==> config.mk <==
export PLATFORM = sky130hd
export DESIGN_NAME = dsw_attach_status
export DESIGN_NICKNAME = d
export VERILOG_FILES = /design/src/rtl/dsw_pkg.sv /design/src/rtl/dsw_status_reg.sv /design/src/rtl/dsw_irq_gate.sv /design/src/rtl/dsw_attach_status.sv
export SDC_FILE = /design/constraint.sdc
export NUM_CORES = 1
export LEC_CHECK = 0
export BUFFER_PORTS_ARGS = -buffer_cell sky130_fd_sc_hd__buf_2
export CELL_PAD_IN_SITES_DETAIL_PLACEMENT = 0
export CELL_PAD_IN_SITES_GLOBAL_PLACEMENT = 2
export CORE_UTILIZATION = 20
export CTS_BUF_LIST = sky130_fd_sc_hd__clkbuf_8 sky130_fd_sc_hd__clkbuf_16
export CTS_CLUSTER_SIZE = 12
export DETAILED_ROUTE_END_ITERATION = 10
export PLACE_DENSITY = 0.76
export SYNTH_ARGS = -nofsm -noshare
export SYNTH_HDL_FRONTEND = slang
export SYNTH_SLANG_ARGS = --single-unit
export TNS_END_PERCENT = 50
==> constraint.sdc <==
create_clock -name clk -period 1.1 [get_ports clk]
set_clock_uncertainty 0.15 [all_clocks]
set_input_delay 0.33 -clock clk [delete_from_list [all_inputs] [get_ports clk]]
set_output_delay 0.33 -clock clk [all_outputs]
set_load 0.02 [all_outputs]
==> src/rtl/dsw_pkg.sv <==
package dsw_pkg;
  localparam int DSW_W   = 16;
  localparam int STK_W   = 7;
  localparam int MODH_W  = 4;
  localparam int ILSW_W  = 16;
  localparam int ILSW_BIT = 4;

  localparam int B_ATTN   = 0;
  localparam int B_OPEND  = 1;
  localparam int B_PWR    = 5;
  localparam int B_READY  = 14;
  localparam int B_BUSY   = 15;

  // modifier bits 12..15 arrive as cmd_mod_hi[0..3]
  localparam int MB_PERMIT  = 0;
  localparam int MB_PREVENT = 1;
  localparam int MB_TEMP    = 2;
  localparam int MB_CLR     = 3;

  localparam logic [STK_W-1:0] CLR_MASK = 7'b101_1111;
  localparam logic [1:0] CC_OK   = 2'd0;
  localparam logic [1:0] CC_PEND = 2'd2;
endpackage

==> src/rtl/dsw_status_reg.sv <==
module dsw_status_reg
  import dsw_pkg::*;
(
  input  logic             clk,
  input  logic             rst_n,
  input  logic             por,
  input  logic [STK_W-1:0] set_v,
  input  logic             sense_clr,
  output logic [STK_W-1:0] st_q,
  output logic             pwr_pend
);
  logic [STK_W-1:0] keep_mask;

  always_comb keep_mask = sense_clr ? ~CLR_MASK : '1;

  always_ff @(posedge clk or negedge rst_n) begin
    if (!rst_n) begin
      st_q     <= '0;
      pwr_pend <= 1'b0;
    end else if (por) begin
      st_q     <= '0;
      pwr_pend <= 1'b0;
    end else begin
      st_q     <= (st_q & keep_mask) | set_v;
      pwr_pend <= set_v[B_PWR] | (pwr_pend & ~sense_clr);
    end
  end

  // power/thermal bit only leaves through reset
  p_sticky_pwr_r4: assert property (@(posedge clk) disable iff (!rst_n || por)
    st_q[B_PWR] |=> st_q[B_PWR]);

  // clearing sense with no coinciding event empties the resettable bits
  p_sense_clear_r3: assert property (@(posedge clk) disable iff (!rst_n || por)
    (sense_clr && set_v == '0) |=> ((st_q & CLR_MASK) == '0));
endmodule

==> src/rtl/dsw_irq_gate.sv <==
module dsw_irq_gate
  import dsw_pkg::*;
(
  input  logic       clk,
  input  logic       rst_n,
  input  logic       por,
  input  logic       ctl_go,
  input  logic       xfer_go,
  input  logic [2:0] ctl_bits,
  output logic       gate_open
);
  logic basic_q;
  logic temp_q;

  always_ff @(posedge clk or negedge rst_n) begin
    if (!rst_n) begin
      basic_q <= 1'b0;
      temp_q  <= 1'b0;
    end else if (por) begin
      basic_q <= 1'b0;
      temp_q  <= 1'b0;
    end else if (ctl_go) begin
      if (ctl_bits[MB_PERMIT] && !ctl_bits[MB_PREVENT])
        basic_q <= 1'b1;
      else if (!ctl_bits[MB_PERMIT] && ctl_bits[MB_PREVENT])
        basic_q <= 1'b0;
      temp_q <= ctl_bits[MB_TEMP];
    end else if (xfer_go) begin
      temp_q <= 1'b0;
    end
  end

  always_comb gate_open = basic_q & ~temp_q;

  p_temp_blocks_r8: assert property (@(posedge clk) disable iff (!rst_n)
    (ctl_go && ctl_bits[MB_TEMP]) |=> !gate_open);

  p_por_closes_r1: assert property (@(posedge clk) disable iff (!rst_n)
    por |=> !gate_open);
endmodule

==> src/rtl/dsw_attach_status.sv <==
module dsw_attach_status
  import dsw_pkg::*;
(
  input  logic              clk,
  input  logic              rst_n,
  input  logic              por_pulse,
  input  logic              rmt_set_irq,
  input  logic              op_end,
  input  logic              bad_addr,
  input  logic              data_chk,
  input  logic              cnt_zero,
  input  logic              pwr_warn,
  input  logic              stor_chk,
  input  logic              ready_in,
  input  logic              busy_in,
  input  logic              cmd_ctrl,
  input  logic              cmd_read,
  input  logic              cmd_write,
  input  logic              cmd_sense,
  input  logic [MODH_W-1:0] cmd_mod_hi,
  output logic [DSW_W-1:0]  status_word,
  output logic              sense_vld,
  output logic [DSW_W-1:0]  sense_word,
  output logic              rmt_cc_vld,
  output logic [1:0]        rmt_cc,
  output logic              host_irq,
  output logic [ILSW_W-1:0] ilsw
);
  localparam int GAP_W = DSW_W - STK_W - 2;

  logic [STK_W-1:0] st_q;
  logic [STK_W-1:0] set_v;
  logic             pwr_pend;
  logic             gate_open;
  logic             ctl_go, xfer_go, sense_clr, attn_new;

  always_comb begin
    ctl_go    = cmd_ctrl & ~busy_in;
    xfer_go   = (cmd_read | cmd_write) & ~busy_in;
    sense_clr = cmd_sense & cmd_mod_hi[MB_CLR];
    attn_new  = rmt_set_irq & ~st_q[B_ATTN];
    set_v     = {stor_chk, pwr_warn, cnt_zero, data_chk, bad_addr, op_end, attn_new};
  end

  dsw_status_reg u_stat (
    .clk(clk), .rst_n(rst_n), .por(por_pulse),
    .set_v(set_v), .sense_clr(sense_clr),
    .st_q(st_q), .pwr_pend(pwr_pend)
  );

  dsw_irq_gate u_gate (
    .clk(clk), .rst_n(rst_n), .por(por_pulse),
    .ctl_go(ctl_go), .xfer_go(xfer_go),
    .ctl_bits(cmd_mod_hi[2:0]), .gate_open(gate_open)
  );

  always_comb begin
    status_word = {busy_in, ready_in, {GAP_W{1'b0}}, st_q};
    host_irq    = st_q[B_OPEND]
                | (st_q[B_ATTN] & gate_open & ~busy_in)
                | (pwr_pend & gate_open);
    ilsw           = '0;
    ilsw[ILSW_BIT] = host_irq;
  end

  always_ff @(posedge clk or negedge rst_n) begin
    if (!rst_n) begin
      sense_vld  <= 1'b0;
      sense_word <= '0;
      rmt_cc_vld <= 1'b0;
      rmt_cc     <= CC_OK;
    end else begin
      sense_vld  <= cmd_sense;
      rmt_cc_vld <= rmt_set_irq;
      if (cmd_sense)   sense_word <= status_word;
      if (rmt_set_irq) rmt_cc <= st_q[B_ATTN] ? CC_PEND : CC_OK;
    end
  end

  p_opend_irq_r10: assert property (@(posedge clk) disable iff (!rst_n || por_pulse)
    op_end |=> host_irq);

  p_cc_pending_r5: assert property (@(posedge clk) disable iff (!rst_n)
    (rmt_set_irq && status_word[B_ATTN]) |=> (rmt_cc_vld && rmt_cc == CC_PEND));

  p_busy_ignore_r11: assert property (@(posedge clk) disable iff (!rst_n)
    (busy_in && !por_pulse) |=> $stable(gate_open));
endmodule

==> results of run 1 <==
Yosys cell counts (all sizes together):
| cell | instances |
|---|---|
| a31o | 1 |
| nand2 | 2 |
| o21ai | 1 |
| dfrtp | 22 |
| conb | 1 |
| a311oi | 1 |
| nor3 | 1 |
| o31ai | 1 |
| inv | 4 |
| nor2 | 9 |
| nand3b | 1 |
| a21oi | 9 |
| nor2b | 1 |
| buf | 35 |
| mux2 | 10 |
flip-flops by register name (all words and copies together) (netlist names):
signal           flops
sense_word           9
u_stat.st_q          7
rmt_cc               1
rmt_cc_vld           1
sense_vld            1
u_gate.basic_q       1
u_gate.temp_q        1
u_stat.pwr_pend      1
routing by layer:
| metal | track usage | wire length (um) |
|---|---|---|
| met2 | 0.130 | 1140 |
| met1 | 0.0980 | 958 |
| met4 | 0.0309 | 17 |
| met5 | 0 | 0 |
| met3 | 0.0212 | 128 |
metrics by stage:
step	hold slack (ps)	utilization	setup TNS [ps]
floorplan	-116	-	-693
global placement	126	0.260	-3070
detailed placement	125	0.260	-3150
CTS	56.9	0.293	-4830
global route	63.7	0.305	-5450
finish	70.4	0.305	-4610
layout by cell type, fill, tap and decap left out:
cell | Yosys | layout
clkbuf_8 | 0 | 4
dlygate4sd3_1 | 0 | 1
nand3b_1 | 1 | 1
a21oi_2 | 1 | 3
conb_1 | 1 | 30
a311oi_2 | 0 | 1
dfrtp_2 | 0 | 1
o21ai_0 | 1 | 1
nand2_1 | 2 | 2
a31o_1 | 1 | 1
mux2_2 | 10 | 10
buf_12 | 0 | 1
buf_4 | 33 | 11
buf_6 | 1 | 22
o31ai_4 | 0 | 1
a21oi_1 | 8 | 6
dfrtp_1 | 22 | 21
nor2_1 | 9 | 9
nor2b_2 | 1 | 1
inv_1 | 4 | 4
nor3_1 | 1 | 1
buf_2 | 1 | 23
final cells by class:
class,instances,area (um^2)
clock buffers,4,55.1
fillers,528,3590
inverters,4,15.0
multi-input cells,67,394
flip-flops and latches,22,552
well taps,70,87.6
repair buffers,58,475
worst max-delay path, stage by stage, from the launching register on:
cell	delay, ps
dfrtp_1	410
o31ai_4	320
buf_6	160
where the power goes:
group,internal [mW],switching (mW)
clock,0.319,0.254
combinational,0.246,0.310
sequential,0.875,0.0446
total,1.44,0.609
final timing paths:
path	depth (start not counted)	to	startpoint	slack [ps]
setup / recovery	2	ilsw[4]	u_gate.temp_q	-520
hold / removal	1	rmt_cc_vld	rmt_set_irq	70
setup reg to reg	3	sense_word[1]	u_stat.st_q[1]	-50
hold reg to reg	1	sense_word[4]	sense_word[4]	360
max in group asynchronous	3	u_stat.st_q[0]	rst_n	270
min in group asynchronous	3	sense_word[14]	rst_n	380
what timing repair did:
action | CTS | global route
pin swaps | 0 | 2
hold buffers | 1 | 0
buffers inserted | 3 | 1
gates resized for setup | 26 | 16
endpoints found under the hold margin | 22 | 0
cloned | 0 | 0
endpoints found under the setup margin | 23 | 26
logic make-up (layout without fill, tap and decap cells):
| kind of cell | after synthesis | after routing | share of synthesized area |
|---|---|---|---|
| other cells | 1 | 30 | 0.00345 |
| compound gates | 13 | 13 | 0.0725 |
| buf+inv | 39 | 66 | 0.257 |
| mux | 10 | 10 | 0.104 |
| simple gates | 14 | 14 | 0.0575 |
| flops | 22 | 22 | 0.506 |
==> reports/results.txt, run 1 <==
status - finished with violations
failing checks - setup timing
Tot GR Track Use - 0.0788
required time of the critical path - 620 ps
final max-slew violation count - 0
synthesis-stage register bit count - 22
maxcap violations - 0
standard-cell row count - 26
Final Cycle Share - 1.48
crit-path max FO - 2
Fmax - 616 MHz
Post-Layout Cell Count - 225
Synth cell types - 18
post-DP HPWL - 1720 um
Worst Path Arrival - 1140 ps
largest net degree at the start of global routing - 23
drt total wl - 2240 um
Chip Height - 75.7 um
nets - 176
die footprint - 5740 um^2
via count - 767
initial antenna violation count - 0
area leader, netlist - dfrtp_1
# diodes - 0
final hold vios - 0
# IOs - 73
Seq/Total Area, Yosys - 0.506
DRC violations left - 0
CTS root buf - clkbuf_8
overall power - 2.05 mW
RSZ-0062 raised after global routing - yes
GP Congestion - 0.622
initial cell density of the core - 0.210
TritonCTS Buffers - 3
Period minus WS final - 1620 ps
Routed wire per std cell - 9.96 um
gr ovfl total - 0
Pwr Density - 1300 nW/um^2
final instance area - 1580 um^2
share of the synthesized area in the top cell type - 0.506
clk slew on worst S/H paths - 70 ps
quantity of I/O buffers inserted on ports - 42
Cell Area, Synth - 1090 um^2
vias in the first global route - 723
Pleak - 0.803 nW
drt first pass iters - 3
Die Width - 75.7 um
share of post-route cells with drive strength above 1 - 0.503
Sink Count - 22
Post-Syn Instances - 99
Post-DRT Antenna Nets - 0
Tightest Hold Check Type - input pin to register
critical path class - register to primary output
Max VDD drop - 0.000430 V
setup ws final - -524 ps
endpoints failing setup - 23
cell area after placement - 1340 um^2
clk_lat worst skew - 260 ps
CTS tree - built
dpl cells - 216
Synth Warn # - 0
Avg Inst Size Synth - 11.0 um^2
worst slack, placed - -387 ps
vias per cell - 3.41
Synth-to-Final Area Change - 45.2%
CP Capture Type - primary output
worst-case clock buffer depth - 2
CTS H-tree depth - 1
Core ar. - 5170 um^2
first-pass GRT wire length - 3320 um
CP startpoint kind - register
Synth area leaders - dfrtp_1 (51%), buf_4 (23%), mux2_2 (10%), a21oi_1 (3.7%), nor2_1 (3.1%)
Iter 0 DRT Violations - 7
Note: power is estimated with default switching activity, not from simulation.
==> run 2: changes to the inputs <==
Settings changed: CORE_UTILIZATION 20 to 23, PLACE_DENSITY 0.76 to 0.82.
Clock period 1.1 ns to 1.75 ns, I/O delays scaled along.
==> run 2 against run 1 <==
The run ends with DRC, setup timing left. Critical path depth stayed put. Core utilization about the same. Register-to-register slack gained 700 ps. Hold slack improved by 4.6 ps. Via count fell by 4.4%. Count of clock-buffer cells in the layout unchanged. Setup slack better by 490 ps. Flip-flop and latch count is the same. Highest routed layer is now met3.
==> reports/results.txt, run 2 (synthesis results as in run 1) <==
worst r2r src - u_stat.st_q[0]
Chip Height - 70.8 um (-6.6%)
WL met2 - 1210 um (+6.5%)
Routed wire per std cell - 11.6 um (+16%)
CTS root buf - clkbuf_8
GP Congestion - 0.649 (+4.4%)
quantity of I/O buffers inserted on ports - 42 (unchanged)
crit-path max FO - 2 (unchanged)
vias in the first global route - 689 (-4.7%)
nets - 163 (-7.4%)
Fmax - 561 MHz
final max-slew violation count - 0 (unchanged)
clk slew on worst S/H paths - 80 ps (about the same)
post-DP HPWL - 1790 um (+3.8%)
Fill cells - 482 (-8.7%)
TritonCTS Buffers - 3 (unchanged)
maxcap violations - 0 (unchanged)
clk_lat worst skew - 250 ps (about the same)
Pleak - 0.713 nW (-11%)
critical path class - register to primary output
R2R cell count - 2 (-1)
CTS H-tree depth - 1 (unchanged)
commonest non-fill, non-tap cell in the layout - buf_2
slowest CP cell - dfrtp_1
via count - 733 (-4.4%)
share of post-route cells with drive strength above 1 - 0.458 (-0.0455)
Fin Hold WS - 75.1 ps (+4.61 ps)
Iter 0 DRT Violations - 49 (+42)
Critical Path Max Stage Delay - 410 ps (about the same)
combinational cell fraction of total power - 0.236 (-0.036)
gr ovfl total - 0 (unchanged)
DRC violations left - 13 (+13)
Top reg by flops - sense_word
crit path cell chain - o31ai_4, buf_6
drt first pass iters - 7 (+4)
die footprint - 5010 um^2 (-13%)
Worst R2R Setup Slack - 650 ps (+700 ps)
# diodes - 0 (unchanged)
first-pass GRT wire length - 3490 um (+5.2%)
Final Cycle Share - 1.02
Switching Share - 0.303 (+0.00606)
r2r endpoint - sense_word[0]
required time of the critical path - 1070 ps (+450 ps)
Die Width - 70.8 um (-6.6%)
failing checks - DRC, setup timing
vias per cell - 3.78 (+11%)
status - finished with violations
Post-DRT Antenna Nets - 0 (unchanged)
RSZ-0062 raised after global routing - yes
biggest regs - sense_word (9), u_stat.st_q (7)
largest net degree at the start of global routing - 23 (unchanged)
endpoints failing setup - 2 (-91%)
clock power share - 0.291 (+0.012)
CTS tree - built
max reg flops - 9 (unchanged)
family with the most delay on the worst path - flip-flops
top routing layer used - met3
Pwr Density - 897 nW/um^2 (-31%)
Synth-to-Final Area Change - 24.6%
overall power - 1.22 mW (-41%)
Sink Count - 22 (unchanged)
Tightest Hold Check Type - input pin to async pin
Max VDD drop - 0.000433 V (+0.79%)
initial cell density of the core - 0.245 (+0.0344)
dpl cells - 189 (-13%)
drt total wl - 2250 um (+0.40%)
# IOs - 73 (unchanged)
Core ar. - 4440 um^2 (-14%)
setup ws final - -32.6 ps (+492 ps)
final hold vios - 0 (unchanged)
Worst Path Buf+Inv - 1 (unchanged)
Tot GR Track Use - 0.0905 (+0.0117)
Met1 Wirelength - 856 um (-11%)
Post-Layout Cell Count - 194 (-14%)
Period minus WS final - 1780 ps
sequential share of power - 0.473 (+0.024)
most frequent cells in the layout - buf_2 (39), conb_1 (30), dfrtp_1 (21), mux2_2 (10), nor2_1 (9)
Net Switching - 0.368 mW (-39%)
initial antenna violation count - 0 (unchanged)
CP startpoint kind - register
standard-cell row count - 24 (-7.7%)
CP Capture Type - primary output
Worst Path Arrival - 1110 ps (-30 ps)
Internal Power - 0.847 mW (-41%)
met3 wire length - 182 um (+42%)
worst-case clock buffer depth - 2 (unchanged)
[run 2: power groups by stage]
stage	Sequential [mW]	Combinational [mW]	Clock (mW)
3_5_place_dp	0.586	0.279	0
4_1_cts	0.575	0.290	0.373
5_1_grt	0.580	0.309	0.393
3_3_place_gp	0.583	0.274	0
6_report	0.575	0.287	0.353
2_1_floorplan	0.633	0.187	0
[run 2: worst max-delay path by stage]
stage	startpoint	endpoint	slack [ps]	cells after the start
6_report	u_gate.temp_q	ilsw[4]	-30	2
5_1_grt	u_gate.temp_q	ilsw[4]	-70	2
3_3_place_gp	busy_in	host_irq	-100	5
4_1_cts	u_gate.temp_q	ilsw[4]	-60	2
3_5_place_dp	busy_in	ilsw[4]	-130	5
2_1_floorplan	busy_in	ilsw[4]	-50	4
[run 2: layout make-up]
type                       instances  area (um^2)  area share
tap                               52         65.1      0.0480
timing repair buffer              45          264       0.195
inverter                           4         27.5      0.0203
multi-input combinational         67          392       0.289
sequential                        22          552       0.407
clock buffer                       4         55.1      0.0406
[run 2: timing repair]
item                       4_1_cts  5_1_grt
pin swaps                        1        0
setup endpoints to repair        2        2
hold buffers                     0        0
gates resized for setup          6        0
setup buffers                    1        0
hold endpoints to repair         0        0
[run 2: layer usage]
metal,vias to the layer above,GRT usage
li1,346,-
met1,344,0.107
met2,43,0.163
met3,0,0.0328
met4,0,0.00667
met5,-,0
[run 2: worst reg2reg max path: cells and delay by family, from the launching register on]
family / cells / cell delay (ps)
mux: 1 / 260
buf+inv: 1 / 150
flops: 1 / 430
[run 2: through the flow]
stage	utilization	setup WS [ps]	instance area, um^2	TNS (ps)
after global placement	0.287	-97.9	1270	-196
after CTS	0.305	-56.6	1360	-112
after floorplan	-	-47.2	1240	-47.2
after global routing	0.305	-70.2	1360	-138
final	0.305	-32.6	1360	-64.2
after detailed placement	0.287	-129	1270	-256
